`src/rtl/mdec_pkg.sv`:
```
package mdec_pkg;

    parameter int XLEN     = 32;
    parameter int RIDX_W   = 5;
    parameter int IMM_W    = 16;
    parameter int TGT_W    = 26;
    parameter int OP_W     = 6;
    parameter int FN_W     = 6;
    parameter int LINK_REG = 31;

    localparam logic [OP_W-1:0] OP_RTYPE = 6'b000000;
    localparam logic [OP_W-1:0] OP_J     = 6'b000010;
    localparam logic [OP_W-1:0] OP_JAL   = 6'b000011;
    localparam logic [OP_W-1:0] OP_BEQ   = 6'b000100;
    localparam logic [OP_W-1:0] OP_BNE   = 6'b000101;
    localparam logic [OP_W-1:0] OP_ADDI  = 6'b001000;
    localparam logic [OP_W-1:0] OP_ORI   = 6'b001101;
    localparam logic [OP_W-1:0] OP_LUI   = 6'b001111;
    localparam logic [OP_W-1:0] OP_LW    = 6'b100011;
    localparam logic [OP_W-1:0] OP_SW    = 6'b101011;

    localparam logic [FN_W-1:0] FN_ADD   = 6'b100000;
    localparam logic [FN_W-1:0] FN_SUB   = 6'b100010;
    localparam logic [FN_W-1:0] FN_SLT   = 6'b101010;
    localparam logic [FN_W-1:0] FN_JR    = 6'b001000;

    typedef enum logic [2:0] {
        ALU_ADD = 3'd0,
        ALU_SUB = 3'd1,
        ALU_SLT = 3'd2,
        ALU_OR  = 3'd3,
        ALU_LUI = 3'd4
    } alu_op_e;

    typedef enum logic [1:0] {
        BR_NONE = 2'd0,
        BR_EQ   = 2'd1,
        BR_NE   = 2'd2
    } br_e;

    typedef enum logic [1:0] {
        JMP_NONE = 2'd0,
        JMP_IMM  = 2'd1,
        JMP_REG  = 2'd2
    } jmp_e;

    typedef enum logic [1:0] {
        DSEL_RD = 2'd0,
        DSEL_RT = 2'd1,
        DSEL_RA = 2'd2
    } dsel_e;

    typedef enum logic [2:0] {
        IMK_NONE   = 3'd0,
        IMK_SEXT   = 3'd1,
        IMK_ZEXT   = 3'd2,
        IMK_UPPER  = 3'd3,
        IMK_BRANCH = 3'd4,
        IMK_JUMP   = 3'd5
    } imm_kind_e;

    typedef struct packed {
        alu_op_e   alu;
        dsel_e     dsel;
        logic      we_raw;
        logic      src_imm;
        logic      mrd;
        logic      mwr;
        br_e       br;
        jmp_e      jmp;
        logic      link;
        logic      illegal;
        imm_kind_e imk;
    } ctrl_t;

    typedef struct packed {
        logic [RIDX_W-1:0] rs;
        logic [RIDX_W-1:0] rt;
        logic [RIDX_W-1:0] dst;
        dsel_e             dsel;
        logic              we;
        alu_op_e           alu;
        logic              src_imm;
        logic              mrd;
        logic              mwr;
        br_e               br;
        jmp_e              jmp;
        logic              link;
        logic              illegal;
        logic [XLEN-1:0]   imm;
    } dec_t;

endpackage

```
`src/rtl/mdec_fields.sv`:
```
module mdec_fields
    import mdec_pkg::*;
(
    input  logic [XLEN-1:0]   instr_i,
    output logic [OP_W-1:0]   op_o,
    output logic [RIDX_W-1:0] rs_o,
    output logic [RIDX_W-1:0] rt_o,
    output logic [RIDX_W-1:0] rd_o,
    output logic [FN_W-1:0]   fn_o,
    output logic [IMM_W-1:0]  imm16_o,
    output logic [TGT_W-1:0]  tgt_o
);
    localparam int OP_LSB = XLEN - OP_W;
    localparam int RS_LSB = OP_LSB - RIDX_W;
    localparam int RT_LSB = RS_LSB - RIDX_W;
    localparam int RD_LSB = RT_LSB - RIDX_W;

    always_comb begin
        op_o    = instr_i[XLEN-1:OP_LSB];
        rs_o    = instr_i[RS_LSB +: RIDX_W];
        rt_o    = instr_i[RT_LSB +: RIDX_W];
        rd_o    = instr_i[RD_LSB +: RIDX_W];
        fn_o    = instr_i[FN_W-1:0];
        imm16_o = instr_i[IMM_W-1:0];
        tgt_o   = instr_i[TGT_W-1:0];
    end
endmodule

```
`src/rtl/mdec_ctrl.sv`:
```
module mdec_ctrl
    import mdec_pkg::*;
(
    input  logic [OP_W-1:0] op_i,
    input  logic [FN_W-1:0] fn_i,
    output ctrl_t           ctrl_o
);
    always_comb begin
        ctrl_o = '0;
        unique case (op_i)
            OP_RTYPE: begin
                unique case (fn_i)
                    FN_ADD: begin
                        ctrl_o.alu    = ALU_ADD;
                        ctrl_o.we_raw = 1'b1;
                        ctrl_o.dsel   = DSEL_RD;
                    end
                    FN_SUB: begin
                        ctrl_o.alu    = ALU_SUB;
                        ctrl_o.we_raw = 1'b1;
                        ctrl_o.dsel   = DSEL_RD;
                    end
                    FN_SLT: begin
                        ctrl_o.alu    = ALU_SLT;
                        ctrl_o.we_raw = 1'b1;
                        ctrl_o.dsel   = DSEL_RD;
                    end
                    FN_JR: begin
                        ctrl_o.jmp = JMP_REG;
                    end
                    default: ctrl_o.illegal = 1'b1;
                endcase
            end
            OP_LW: begin
                ctrl_o.alu     = ALU_ADD;
                ctrl_o.src_imm = 1'b1;
                ctrl_o.mrd     = 1'b1;
                ctrl_o.we_raw  = 1'b1;
                ctrl_o.dsel    = DSEL_RT;
                ctrl_o.imk     = IMK_SEXT;
            end
            OP_SW: begin
                ctrl_o.alu     = ALU_ADD;
                ctrl_o.src_imm = 1'b1;
                ctrl_o.mwr     = 1'b1;
                ctrl_o.imk     = IMK_SEXT;
            end
            OP_BEQ: begin
                ctrl_o.alu = ALU_SUB;
                ctrl_o.br  = BR_EQ;
                ctrl_o.imk = IMK_BRANCH;
            end
            OP_BNE: begin
                ctrl_o.alu = ALU_SUB;
                ctrl_o.br  = BR_NE;
                ctrl_o.imk = IMK_BRANCH;
            end
            OP_ADDI: begin
                ctrl_o.alu     = ALU_ADD;
                ctrl_o.src_imm = 1'b1;
                ctrl_o.we_raw  = 1'b1;
                ctrl_o.dsel    = DSEL_RT;
                ctrl_o.imk     = IMK_SEXT;
            end
            OP_ORI: begin
                ctrl_o.alu     = ALU_OR;
                ctrl_o.src_imm = 1'b1;
                ctrl_o.we_raw  = 1'b1;
                ctrl_o.dsel    = DSEL_RT;
                ctrl_o.imk     = IMK_ZEXT;
            end
            OP_LUI: begin
                ctrl_o.alu     = ALU_LUI;
                ctrl_o.src_imm = 1'b1;
                ctrl_o.we_raw  = 1'b1;
                ctrl_o.dsel    = DSEL_RT;
                ctrl_o.imk     = IMK_UPPER;
            end
            OP_J: begin
                ctrl_o.jmp = JMP_IMM;
                ctrl_o.imk = IMK_JUMP;
            end
            OP_JAL: begin
                ctrl_o.jmp    = JMP_IMM;
                ctrl_o.imk    = IMK_JUMP;
                ctrl_o.link   = 1'b1;
                ctrl_o.we_raw = 1'b1;
                ctrl_o.dsel   = DSEL_RA;
            end
            default: ctrl_o.illegal = 1'b1;
        endcase
    end
endmodule

```
`src/rtl/mdec_imm.sv`:
```
module mdec_imm
    import mdec_pkg::*;
(
    input  logic [IMM_W-1:0] imm16_i,
    input  logic [TGT_W-1:0] tgt_i,
    input  imm_kind_e        kind_i,
    output logic [XLEN-1:0]  imm_o
);
    localparam int EXT_W  = XLEN - IMM_W;
    localparam int BSH    = 2;
    localparam int JPAD_W = XLEN - TGT_W - BSH;

    logic [XLEN-1:0] sext_w;
    logic [XLEN-1:0] zext_w;
    logic [XLEN-1:0] upper_w;
    logic [XLEN-1:0] jump_w;

    genvar gi;
    generate
        for (gi = 0; gi < XLEN; gi++) begin : g_ext
            if (gi < IMM_W) begin : g_low
                assign sext_w[gi] = imm16_i[gi];
                assign zext_w[gi] = imm16_i[gi];
            end else begin : g_high
                assign sext_w[gi] = imm16_i[IMM_W-1];
                assign zext_w[gi] = 1'b0;
            end
        end
    endgenerate

    always_comb begin
        upper_w = {imm16_i, {EXT_W{1'b0}}};
        jump_w  = {{JPAD_W{1'b0}}, tgt_i, {BSH{1'b0}}};
        unique case (kind_i)
            IMK_SEXT:   imm_o = sext_w;
            IMK_ZEXT:   imm_o = zext_w;
            IMK_UPPER:  imm_o = upper_w;
            IMK_BRANCH: imm_o = sext_w << BSH;
            IMK_JUMP:   imm_o = jump_w;
            default:    imm_o = '0;
        endcase
    end
endmodule

```
`src/rtl/mdec_dest.sv`:
```
module mdec_dest
    import mdec_pkg::*;
(
    input  dsel_e             dsel_i,
    input  logic              we_raw_i,
    input  logic [RIDX_W-1:0] rd_i,
    input  logic [RIDX_W-1:0] rt_i,
    output logic [RIDX_W-1:0] dst_o,
    output logic              we_o
);
    localparam logic [RIDX_W-1:0] RA_IDX = RIDX_W'(LINK_REG);

    logic [RIDX_W-1:0] idx_w;

    always_comb begin
        unique case (dsel_i)
            DSEL_RT: idx_w = rt_i;
            DSEL_RA: idx_w = RA_IDX;
            default: idx_w = rd_i;
        endcase
        we_o  = we_raw_i && (idx_w != '0);
        dst_o = we_o ? idx_w : '0;
    end
endmodule

```
`src/rtl/mdec_top.sv`:
```
module mdec_top
    import mdec_pkg::*;
(
    input  logic        clk_i,
    input  logic        rst_ni,
    input  logic [31:0] instr_i,
    output logic [4:0]  rs_o,
    output logic [4:0]  rt_o,
    output logic [4:0]  dst_o,
    output logic [1:0]  dst_sel_o,
    output logic        reg_we_o,
    output logic [2:0]  alu_op_o,
    output logic        alu_src_imm_o,
    output logic        mem_rd_o,
    output logic        mem_wr_o,
    output logic [1:0]  branch_o,
    output logic [1:0]  jump_o,
    output logic        link_o,
    output logic        illegal_o,
    output logic [31:0] imm_o
);
    logic [OP_W-1:0]   op_w;
    logic [RIDX_W-1:0] rs_w;
    logic [RIDX_W-1:0] rt_w;
    logic [RIDX_W-1:0] rd_w;
    logic [FN_W-1:0]   fn_w;
    logic [IMM_W-1:0]  imm16_w;
    logic [TGT_W-1:0]  tgt_w;
    ctrl_t             ctrl_w;
    logic [XLEN-1:0]   imm_w;
    logic [RIDX_W-1:0] dst_w;
    logic              we_w;

    dec_t dec_d;
    dec_t dec_q;

    mdec_fields u_fields (
        .instr_i (instr_i),
        .op_o    (op_w),
        .rs_o    (rs_w),
        .rt_o    (rt_w),
        .rd_o    (rd_w),
        .fn_o    (fn_w),
        .imm16_o (imm16_w),
        .tgt_o   (tgt_w)
    );

    mdec_ctrl u_ctrl (
        .op_i   (op_w),
        .fn_i   (fn_w),
        .ctrl_o (ctrl_w)
    );

    mdec_imm u_imm (
        .imm16_i (imm16_w),
        .tgt_i   (tgt_w),
        .kind_i  (ctrl_w.imk),
        .imm_o   (imm_w)
    );

    mdec_dest u_dest (
        .dsel_i   (ctrl_w.dsel),
        .we_raw_i (ctrl_w.we_raw),
        .rd_i     (rd_w),
        .rt_i     (rt_w),
        .dst_o    (dst_w),
        .we_o     (we_w)
    );

    always_comb begin
        dec_d         = '0;
        dec_d.rs      = rs_w;
        dec_d.rt      = rt_w;
        dec_d.dst     = dst_w;
        dec_d.dsel    = ctrl_w.dsel;
        dec_d.we      = we_w;
        dec_d.alu     = ctrl_w.alu;
        dec_d.src_imm = ctrl_w.src_imm;
        dec_d.mrd     = ctrl_w.mrd;
        dec_d.mwr     = ctrl_w.mwr;
        dec_d.br      = ctrl_w.br;
        dec_d.jmp     = ctrl_w.jmp;
        dec_d.link    = ctrl_w.link;
        dec_d.illegal = ctrl_w.illegal;
        dec_d.imm     = imm_w;
    end

    always_ff @(posedge clk_i or negedge rst_ni) begin
        if (!rst_ni) begin
            dec_q <= '0;
        end else begin
            dec_q <= dec_d;
        end
    end

    always_comb begin
        rs_o          = dec_q.rs;
        rt_o          = dec_q.rt;
        dst_o         = dec_q.dst;
        dst_sel_o     = dec_q.dsel;
        reg_we_o      = dec_q.we;
        alu_op_o      = dec_q.alu;
        alu_src_imm_o = dec_q.src_imm;
        mem_rd_o      = dec_q.mrd;
        mem_wr_o      = dec_q.mwr;
        branch_o      = dec_q.br;
        jump_o        = dec_q.jmp;
        link_o        = dec_q.link;
        illegal_o     = dec_q.illegal;
        imm_o         = dec_q.imm;
    end
endmodule

```
`config.mk`:
```
export PLATFORM = sky130hd
export DESIGN_NAME = mdec_top
export DESIGN_NICKNAME = d
export VERILOG_FILES = /design/src/rtl/mdec_pkg.sv /design/src/rtl/mdec_fields.sv /design/src/rtl/mdec_ctrl.sv /design/src/rtl/mdec_imm.sv /design/src/rtl/mdec_dest.sv /design/src/rtl/mdec_top.sv
export SDC_FILE = /design/constraint.sdc
export NUM_CORES = 1
export LEC_CHECK = 0
export BUFFER_PORTS_ARGS = -buffer_cell sky130_fd_sc_hd__clkbuf_2
export CAP_MARGIN = 0
export CORE_MARGIN = 3
export CORE_UTILIZATION = 50
export DETAILED_ROUTE_END_ITERATION = 10
export GPL_TIMING_DRIVEN = 0
export PLACE_DENSITY_LB_ADDON = 0.3
export SLEW_MARGIN = 30
export SYNTH_ARGS = -nofsm -noshare
export SYNTH_HDL_FRONTEND = slang
export SYNTH_SLANG_ARGS = --single-unit
```
`constraint.sdc`:
```
create_clock -name clk_i -period 0.93 [get_ports clk_i]
set_input_delay 0.186 -clock clk_i [delete_from_list [all_inputs] [get_ports clk_i]]
set_output_delay 0.186 -clock clk_i [all_outputs]
set_load 0.05 [all_outputs]
```
==> results of run 1 <==
## synth_stat cells, types with 2 or more instances
| cell | instances | area (µm²) |
|---|---|---|
| ha_1 | 2 | 25.0 |
| a21oi_1 | 9 | 45.0 |
| nor3_1 | 4 | 20.0 |
| and3_1 | 2 | 12.5 |
| nand2_1 | 8 | 30.0 |
| xor2_1 | 2 | 17.5 |
| a221o_1 | 5 | 50.1 |
| nand2b_1 | 4 | 25.0 |
| buf_4 | 4 | 30.0 |
| nor4_1 | 3 | 18.8 |
| o21ai_0 | 5 | 25.0 |
| dfrtp_1 | 62 | 1550 |
| and2_1 | 3 | 18.8 |
| a22o_1 | 13 | 114 |
| a21boi_0 | 4 | 30.0 |
| or3b_2 | 2 | 17.5 |
| buf_2 | 5 | 25.0 |
| nand3_1 | 4 | 20.0 |
| a21o_1 | 5 | 37.5 |
| a221o_2 | 7 | 78.8 |
| nor2_1 | 7 | 26.3 |
| nor2b_1 | 2 | 12.5 |
| nor3_2 | 2 | 20.0 |
| inv_1 | 6 | 22.5 |
| a211oi_1 | 2 | 15.0 |
| o22ai_1 | 2 | 12.5 |
| or2_1 | 2 | 12.5 |
## cells by family after synthesis
logic type | Yosys count
and+or+nand+nor | 48
DFF | 62
AOI/OAI and AO/OA | 59
adders and majority gates | 2
buffers and inverters | 18
xor gates and xnor gates | 3
## through the flow
step,std cells,util (%),TNS [ps],hold slack [ps]
after CTS,392,92.6,-22300,25.2
after detailed placement,351,68.0,-38180,125
after global placement,350,67.5,-70990,313
after floorplan,192,-,-21520,-110
## repair_timing
item / 4_1_cts
setup buffers: 15
hold endpoints to repair: 27
gates resized for setup: 158
pin swaps: 12
hold buffers: 9
gates cloned: 1
setup endpoints to repair: 111
==> qor.yml, run 1 <==
run_status: "aborted with a tool error"
outcome.stop_stage: "global routing (5_1_grt)"
error: "[ERROR DPL-0038] Utilization greater than 100%, impossible to legalize"
root_buffer: "clkbuf_8"
synth_seq_area_share_pct: 63.4
worst_endpoint: "reg_we_o$_DFF_PN0_/D"
cts_max_level: 3
worstEndpointType: "register data pin"
synth_area_per_cell_um2: 12.7
synth_nets: 228
io_buffers: 93
num_rows: 24
grt_max_degree: 44
cts_made_buffers: 9
synth_seq_cells: 62
io_pins: 96
netlist_area_um2: 2450
synthCells: 192
gp_congestion: 0.860
pre_cts_ws_ps: -1540
cts_sinks: 62
synth-compound-area-share_pct: 19.3
clk_path_buf_depth: 2
ys.flop_type: "dfrtp_1"
synthMuxAreaShare_pct: 0
synth.distinct_cells: 43
dp_hpwl_mm: 4.54
synth_edf_count: 0
place_area_um2: 3080
synth_top_family_by_area: "compound AO/OA/AOI/OAI gates"
yosys.area_share.simple_pct: 11.2
ys_warn_count: 0
start_util_pct: 53.9
yosys.area_share.xor_xnor_pct: 1.07
synthAdderAreaFrac_pct: 1.02
die_y_um: 75.9
postSynth.asyncResetShare_pct: 100
die_x_um: 75.9
==> inputs of run 2 (changes only) <==
CORE_UTILIZATION = 35   (was 50)
PLACE_DENSITY_LB_ADDON = 0.15   (was 0.3)
==> run 2 against run 1 <==
Against the previous run: the flow now finishes, with violations (setup timing); synthesized area did not move; synthesized cell count stayed put.
==> qor.yml, run 2 <==
run_status: "complete, but fails checks"
violations: "setup timing"
synthTopCellsByCount: "dfrtp_1, a22o_1, a21oi_1, nand2_1"
grt_pass1_wl_mm: 12.7
tns_ps: -26330
gp_congestion: 0.794
hold_violations: 0
powerDensity_nw_per_um2: 1420
setup_slack_ps: -956
max_stage_delay_ps: 190
place_area_um2: 3120
cts_sinks: 62
worst-path-buf-inv: 15
routed_wl_mm: 8.68
top_usage_layer: "met2"
dieArea_um2: 8030
path_delay_family: "buffers and inverters"
critPathMaxFanout: 4
grt_max_degree: 41
start_util_pct: 37.2
cts_max_level: 3
postLayoutCoreUtil_pct: 73.2
rsz0062_at_grt: "yes"
clk_path_buf_depth: 2
cp-end-kind: "register"
setup_viol: 107
synthCells: 192
start_kind: "primary input"
p_total_mw: 6.82
largest_register_ffs: 32
drive_gt1_share_pct: 61.9
clkTransAtPathRegs_ps: 70
finalCritPeriodShare_pct: 203
synth_edf_count: 0
cts_made_buffers: 9
drv_cap: 0
io_pins: 96
via_per_inst: 5.13
drtAntennaViolNets: 0
initialDrtViolationCount: 93
stdcell_area_um2: 4810
p_leak_nw: 2.31
cp_common_cell: "buf_6"
yosysTopAreaCell: "dfrtp_1"
layout_commonest_cell: "buf_8"
track_usage_pct: 21.6
io_buffers: 93
num_rows: 29
final_cell_mix: "buf_8, dfrtp_1, buf_6, clkbuf_2, buf_4"
finalCriticalPeriod_ps: 1890
fp.coreArea_um2: 6570
post-synth-top-count-cell: "dfrtp_1"
synth_top_area_share_pct: 63.4
whs_ps: 16.9
gr-usage-met3_pct: 4.47
hold_path.class: "in -> reg"
peakVddDrop_mv: 0.689
synth_seq_cells: 62
synth_area_per_cell_um2: 12.7
postSynth.asyncResetShare_pct: 100
use_met1_pct: 24.5
cts_tree: "done"
grt_pass1_vias: 2445
root_buffer: "clkbuf_8"
area_growth_syn_to_layout_pct: 96.5
grtUsageMet2_pct: 38.8
tightest_slew_ps: 533
drc_errors: 0
finalMaxSlewViolations: 0
dp_hpwl_mm: 4.71
crit_type: "in -> reg"
firstDrtPassIters: 4
antenna_found_initial: 0
synth_nets: 228
synth_seq_area_share_pct: 63.4
die_y_um: 89.6
via_count: 2310
arrival_ps: 2120
cpMaxStageDelayCell: "o31a_1"
ys_warn_count: 0
ys.flop_type: "dfrtp_1"
antennaDiodeCount: 0
synth.distinct_cells: 43
globalRoute.totalOverflow: 0
max_freq_mhz: 530
path_cells: "clkbuf_16 -> buf_8 -> buf_4 -> buf_6 -> a21oi_4 -> o31a_1 -> inv_2 -> buf_4 -> buf_6 -> buf_6 -> buf_6 -> buf_6 -> buf_6 -> buf_6 -> buf_6 -> buf_6 -> buf_6"
final_net_count: 388
netlist_top_cells_area: "dfrtp_1, a22o_1, a221o_2"
die_x_um: 89.6
netlist_area_um2: 2450
max-slew-margin-rel_pct: 64.3
wl_per_cell_um: 19.3
cp.required_ps: 1170
## run 2: cell families after synthesis
| family | Yosys count | share of synthesized area [%] |
|---|---|---|
| flip-flops | 62 | 63.4 |
| AO/OA/AOI/OAI | 59 | 19.3 |
| AND/OR/NAND/NOR | 48 | 11.2 |
| buffers and inverters | 18 | 3.99 |
| XOR/XNOR | 3 | 1.07 |
| adder cells (fa/ha/maj) | 2 | 1.02 |
## run 2: layout make-up
cell class / count / area, µm²
flip-flops and latches: 62 / 1550
fillers: 418 / 1760
repair buffers: 149 / 1700
plain buffers: 12 / 150
multi-input cells: 112 / 1050
clock inverters: 6 / 86.3
clock buffers: 10 / 128
well taps: 93 / 116
inverters: 6 / 22.5
## run 2: worst paths after layout
check / start / to / slack (ps) / cells past startpoint
max in group asynchronous: rst_ni / dst_sel_o[1]$_DFF_PN0_ / 140 / 3
hold / removal: instr_i[20] / rt_o[4]$_DFF_PN0_ / 20 / 1
setup / recovery: instr_i[28] / dst_sel_o[0]$_DFF_PN0_ / -960 / 17
min in group asynchronous: rst_ni / imm_o[25]$_DFF_PN0_ / 280 / 2
## run 2: power breakdown
group | total [mW] | leakage (nW) | switching (mW) | internal (mW)
clock | 2.58 | 0.106 | 1.08 | 1.50
combinational | 1.40 | 1.37 | 0.764 | 0.632
sequential | 2.85 | 0.829 | 0.0632 | 2.78
total | 6.82 | 2.31 | 1.90 | 4.92
## run 2: through the flow
stage | worst slack (ps) | cells
finish | -956 | 450
detailed placement | -1590 | 379
CTS | -899 | 440
floorplan | -1210 | 192
global placement | -1540 | 378
global route | -1060 | 450
## run 2: what timing repair did
item / 4_1_cts / 5_1_grt
endpoints found under the hold margin: 29 / 0
pin swaps: 21 / 24
resized for setup: 187 / 110
endpoints found under the setup margin: 111 / 114
buffers inserted: 42 / 21
hold buffers: 8 / 0
gates cloned: 3 / 2
## run 2: metal layers
layer,vias up,wire [µm]
li1,1022,-
met1,1187,3320
met2,81,4710
met3,20,459
met4,0,195
met5,-,0
Power figures use the tool's default switching activity.
==> inputs of run 3 (changes only) <==
--- a/config.mk
+++ b/config.mk
@@ -7,3 +7,3 @@
 export LEC_CHECK = 0
-export BUFFER_PORTS_ARGS = -buffer_cell sky130_fd_sc_hd__clkbuf_2
+export BUFFER_PORTS_ARGS = -buffer_cell sky130_fd_sc_hd__buf_2
 export CAP_MARGIN = 0
@@ -14,2 +14,3 @@
 export PLACE_DENSITY_LB_ADDON = 0.15
+export SKIP_LAST_GASP = 1
 export SLEW_MARGIN = 30
--- a/constraint.sdc
+++ b/constraint.sdc
@@ -3,2 +3,2 @@
 set_output_delay 0.186 -clock clk_i [all_outputs]
-set_load 0.05 [all_outputs]
+set_load 0.02 [all_outputs]
==> run 3 against run 2 <==
Against the previous run: the run ends with hold timing, setup timing left; sequential share of layout area grew 2.9 points; cell count shrank 2.2%; sequential power hardly changed; first-iteration DRC count rose by 20%; die area unchanged; critical path type unchanged.
==> qor.yml, run 3 (synthesis results as in run 2) <==
finalMaxSlewViolations: 0
grt_pass1_wl_mm: 11.5
setup_viol: 106
initialDrtViolationCount: 112
die_x_um: 89.6
final_cell_mix: "buf_6, dfrtp_1, buf_2, buf_4, a22o_1"
start_kind: "primary input"
cts_hold_buf: 9
final_net_count: 378
p_total_mw: 6.41
max_stage_delay_ps: 500
cpMaxStageDelayCell: "or4_4"
n_fill_cell: 489
max-slew-margin-rel_pct: 49.4
setup_slack_ps: -903
clk_path_buf_depth: 2
finalCritPeriodShare_pct: 197
io_pins: 96
hold_violations: 62
routed_wl_mm: 7.85
cts_made_buffers: 9
cts_sinks: 62
largest_register_ffs: 32
drv_cap: 0
clkTransAtPathRegs_ps: 60
whs_ps: -87.2
rsz0062_at_grt: "yes"
grt_max_degree: 63
io_buffers: 93
dp_hpwl_mm: 4.63
via_per_inst: 4.94
tightest_slew_ps: 758
antenna_found_initial: 0
cp.required_ps: 1120
antennaDiodeCount: 0
violations: "hold timing, setup timing"
powerDensity_nw_per_um2: 1450
globalRoute.totalOverflow: 0
root_buffer: "clkbuf_8"
num_rows: 29
cts_max_level: 3
max_freq_mhz: 546
cp-end-kind: "register"
area_growth_syn_to_layout_pct: 80.3
arrival_ps: 2030
path_cells: "clkbuf_16 -> buf_8 -> or4_4 -> o31a_1 -> inv_2 -> ha_4 -> buf_6 -> nand2_2 -> o21ai_2 -> nor4_1 -> a22oi_1"
p_leak_nw: 2.16
cts_tree: "done"
drive_gt1_share_pct: 59.1
placed_cells: 378
hold_path.class: "in -> async"
die_y_um: 89.6
start_util_pct: 37.2
pre_cts_ws_ps: -1530
worst-path-buf-inv: 4
final_cells: 440
wl_per_cell_um: 17.9
track_usage_pct: 19.9
critPathMaxFanout: 5
via_count: 2174
finalCriticalPeriod_ps: 1830
postLayoutCoreUtil_pct: 67.1
run_status: "complete, but fails checks"
drc_errors: 0
gp_congestion: 0.777
fp.coreArea_um2: 6570
peakVddDrop_mv: 0.718
layout_commonest_cell: "buf_6"
drtAntennaViolNets: 0
grt_pass1_vias: 2188
path_delay_family: "simple AND/OR/NAND/NOR gates"
crit_type: "in -> reg"
firstDrtPassIters: 4
dieArea_um2: 8030
[run 3: cell count changes in the layout (fill, tap and decap cells not counted), moves of 2 or more]
cell      change
and2_4        -2
buf_8        -63
o22ai_2       +2
o22ai_1       -2
buf_6        +57
and2_1        +2
buf_12        -2
buf_2        +26
clkbuf_2     -26
[run 3: final cells by class]
type                    instances  area, µm²  share of cell area (%)
inverters                       6       22.5                   0.511
clock inverters                 4       70.1                    1.59
repair buffers                139       1330                    30.1
multi-input cells             112       1030                    23.4
well taps                      93        116                    2.64
clock buffers                  12        145                    3.29
flip-flops and latches         62       1550                    35.2
plain buffers                  12        145                    3.29
[run 3: timing repair]
item,in CTS,in global routing
buffers inserted,18,15
pin swaps,12,22
resized for setup,174,36
cloned,4,0
endpoints found under the setup margin,110,108
hold endpoints to repair,71,43
[run 3: final timing paths]
check | start | to | slack (ps) | cells after the start
setup / recovery | instr_i[28] | reg_we_o$_DFF_PN0_ | -900 | 11
hold / removal | rst_ni | imm_o[9]$_DFF_PN0_ | -90 | 1
max in group asynchronous | rst_ni | rt_o[3]$_DFF_PN0_ | 510 | 1
min in group clk_i | instr_i[19] | rt_o[3]$_DFF_PN0_ | 30 | 1
[run 3: metrics by stage]
step / instance area [µm²] / TNS (ps)
final: 4410 / -28490
after global routing: 4410 / -31590
after CTS: 4160 / -20930
after detailed placement: 3100 / -38000
after global placement: 3100 / -68080
after floorplan: 2510 / -21520
[run 3: power breakdown]
group          switching [mW]  total (mW)  internal, mW
logic                   0.529        1.04         0.507
registers              0.0426        2.83          2.79
clock network           0.972        2.55          1.57
[run 3: per-layer routing]
| layer | GRT usage, % | share of wire [%] |
|---|---|---|
| met4 | 7.31 | 1.2 |
| met3 | 5.66 | 5.6 |
| met5 | 0 | 0 |
| met2 | 35.0 | 54 |
| met1 | 23.0 | 39 |
==> inputs of run 4 (changes only) <==
ABC_AREA = 1   (was unset)
==> run 4 against run 3 <==
Against the previous run: the run still ends with hold timing, setup timing left; critical endpoint is now dst_o[4]$_DFF_PN0_; first-iteration DRC count fell by 13%; clock power grew 4%; largest power group unchanged; worst hold slack improved by 9.1 ps; cell count is 6.4% higher; combinational power is 12% lower; highest routed layer unchanged; synthesized area down 1.9%.
==> qor.yml, run 4 <==
synth_edf_count: 0
start_kind: "primary input"
max-slew-margin-rel_pct: 49.5
cts_sinks: 62
start_util_pct: 36.9
yosysTopAreaCell: "dfrtp_1"
fp.coreArea_um2: 6490
track_usage_pct: 20.0
cp.required_ps: 1140
synth.distinct_cells: 21
firstDrtPassIters: 4
pre_cts_ws_ps: -909
place_area_um2: 3060
largest_register_ffs: 32
dp_hpwl_mm: 4.57
run_status: "complete, but fails checks"
cp_common_cell: "nor2_4"
layout_commonest_cell: "buf_6"
wl_met1_mm: 3.04
routed_wl_mm: 7.49
ys.flop_type: "dfrtp_1"
violations: "hold timing, setup timing"
gp_congestion: 0.895
final_cell_mix: "buf_6, dfrtp_1, nand2_1, buf_4, buf_2"
ys_warn_count: 0
synth_area_per_cell_um2: 9.95
setup_slack_ps: -522
synth_seq_area_share_pct: 64.7
final_cells: 468
cts_tree: "done"
antenna_found_initial: 0
io_buffers: 95
top_layer: "met4"
cts_made_buffers: 9
peakVddDrop_mv: 0.764
cpMaxStageDelayCell: "ha_4"
drtAntennaViolNets: 0
postSynth.asyncResetShare_pct: 100
root_buffer: "clkbuf_8"
crit_type: "in -> reg"
postLayoutCoreUtil_pct: 65.3
area_growth_syn_to_layout_pct: 76.8
via_per_inst: 4.85
die_y_um: 88.8
wl_met2_mm: 3.77
critPathMaxFanout: 5
tns_ps: -15720
finalMaxSlewViolations: 0
die_x_um: 88.8
wl_per_cell_um: 16.0
netlist_top_cells_area: "dfrtp_1, nand2_1, o21ai_0"
drc_errors: 0
cp-end-kind: "register"
max_stage_delay_ps: 230
max_freq_mhz: 689
dieArea_um2: 7880
p_total_mw: 6.40
netlist_area_um2: 2400
hold_path.class: "in -> async"
arrival_ps: 1670
clk_path_buf_depth: 2
powerDensity_nw_per_um2: 1510
via_count: 2271
path_cells: "buf_8 -> nor2_4 -> nand3_4 -> nand3_4 -> ha_4 -> nor2_4 -> nand2_2 -> nand2_2 -> nand3_2 -> nor2_4 -> nor3_2"
num_rows: 29
synthTopCellsByCount: "nand2_1, dfrtp_1, inv_1, o21ai_0, nor2_1"
io_pins: 96
grt_pass1_wl_mm: 11.5
tightest_slew_ps: 758
setup_viol: 105
synth_nets: 277
final_net_count: 423
stdcell_area_um2: 4240
met3_length_um: 546
grt_pass1_vias: 2305
finalCriticalPeriod_ps: 1450
hold_violations: 62
antennaDiodeCount: 0
placed_cells: 413
initialDrtViolationCount: 97
drive_gt1_share_pct: 49.4
cts_max_level: 3
clkTransAtPathRegs_ps: 70
finalCritPeriodShare_pct: 156
p_leak_nw: 2.18
post-synth-top-count-cell: "nand2_1"
whs_ps: -78.2
grt_max_degree: 63
drv_cap: 0
globalRoute.totalOverflow: 0
synth_seq_cells: 62
rsz0062_at_grt: "yes"
synthCells: 241
synth_top_area_share_pct: 64.7
## run 4: changes by cell type after synthesis, moves of 5 or more
cell      before  now
o21ai_0        5   22
a221o_1        5    0
a221o_2        7    0
nor2_1         7   20
a21oi_1        9    1
a21o_1         5    0
o211ai_1       0    6
inv_1          6   25
nand2_1        8   66
nand3_1        4   13
a22o_1        13    0
## run 4: final timing paths
| path | start | end | slack [ps] | depth (start not counted) |
|---|---|---|---|---|
| max | instr_i[31] | dst_o[4]$_DFF_PN0_ | -520 | 11 |
| min | rst_ni | rs_o[2]$_DFF_PN0_ | -80 | 1 |
| max in group asynchronous | rst_ni | rt_o[1]$_DFF_PN0_ | 510 | 1 |
| min in group clk_i | instr_i[26] | branch_o[0]$_DFF_PN0_ | 70 | 2 |
## run 4: power by group
part	switching (mW)	internal, mW	leakage (nW)	total (mW)
Sequential	0.0463	2.79	0.829	2.83
Clock	1.02	1.63	0.115	2.65
Combinational	0.497	0.419	1.23	0.916
Total	1.56	4.84	2.18	6.40
## run 4: worst max-delay path: cells and delay by family
kind                       cells  cell delay, ps
adders and majority gates      1             230
buffers and inverters          1             100
and+or+nand+nor                9            1160
## run 4: timing repair
action / CTS / global route
gates cloned: 2 / 1
hold endpoints to repair: 68 / 59
resized for setup: 168 / 13
hold buffers: 6 / 4
pin swaps: 21 / 19
setup endpoints to repair: 103 / 105
setup buffers: 20 / 7
## run 4: area by class of cell
class | count | area [µm²]
fillers | 488 | 2250
flip-flops and latches | 62 | 1550
repair buffers | 134 | 1280
multi-input cells | 149 | 951
clock buffers | 11 | 151
inverters | 28 | 110
well taps | 77 | 96.3
clock inverters | 4 | 70.1
plain buffers | 3 | 33.8
## run 4: logic make-up after synthesis
family,count (synthesis),synth area share [%]
AND/OR/NAND/NOR,116,21.7
buffers and inverters,31,5.22
adder cells (fa/ha/maj),2,1.04
AO/OA/AOI/OAI,30,7.36
flip-flops,62,64.7
## run 4: metal layers
layer	vias up	GRT usage [%]
li1	1061	-
met1	1096	25.1
met2	100	32.3
met3	14	6.15
met4	0	7.83
met5	-	0
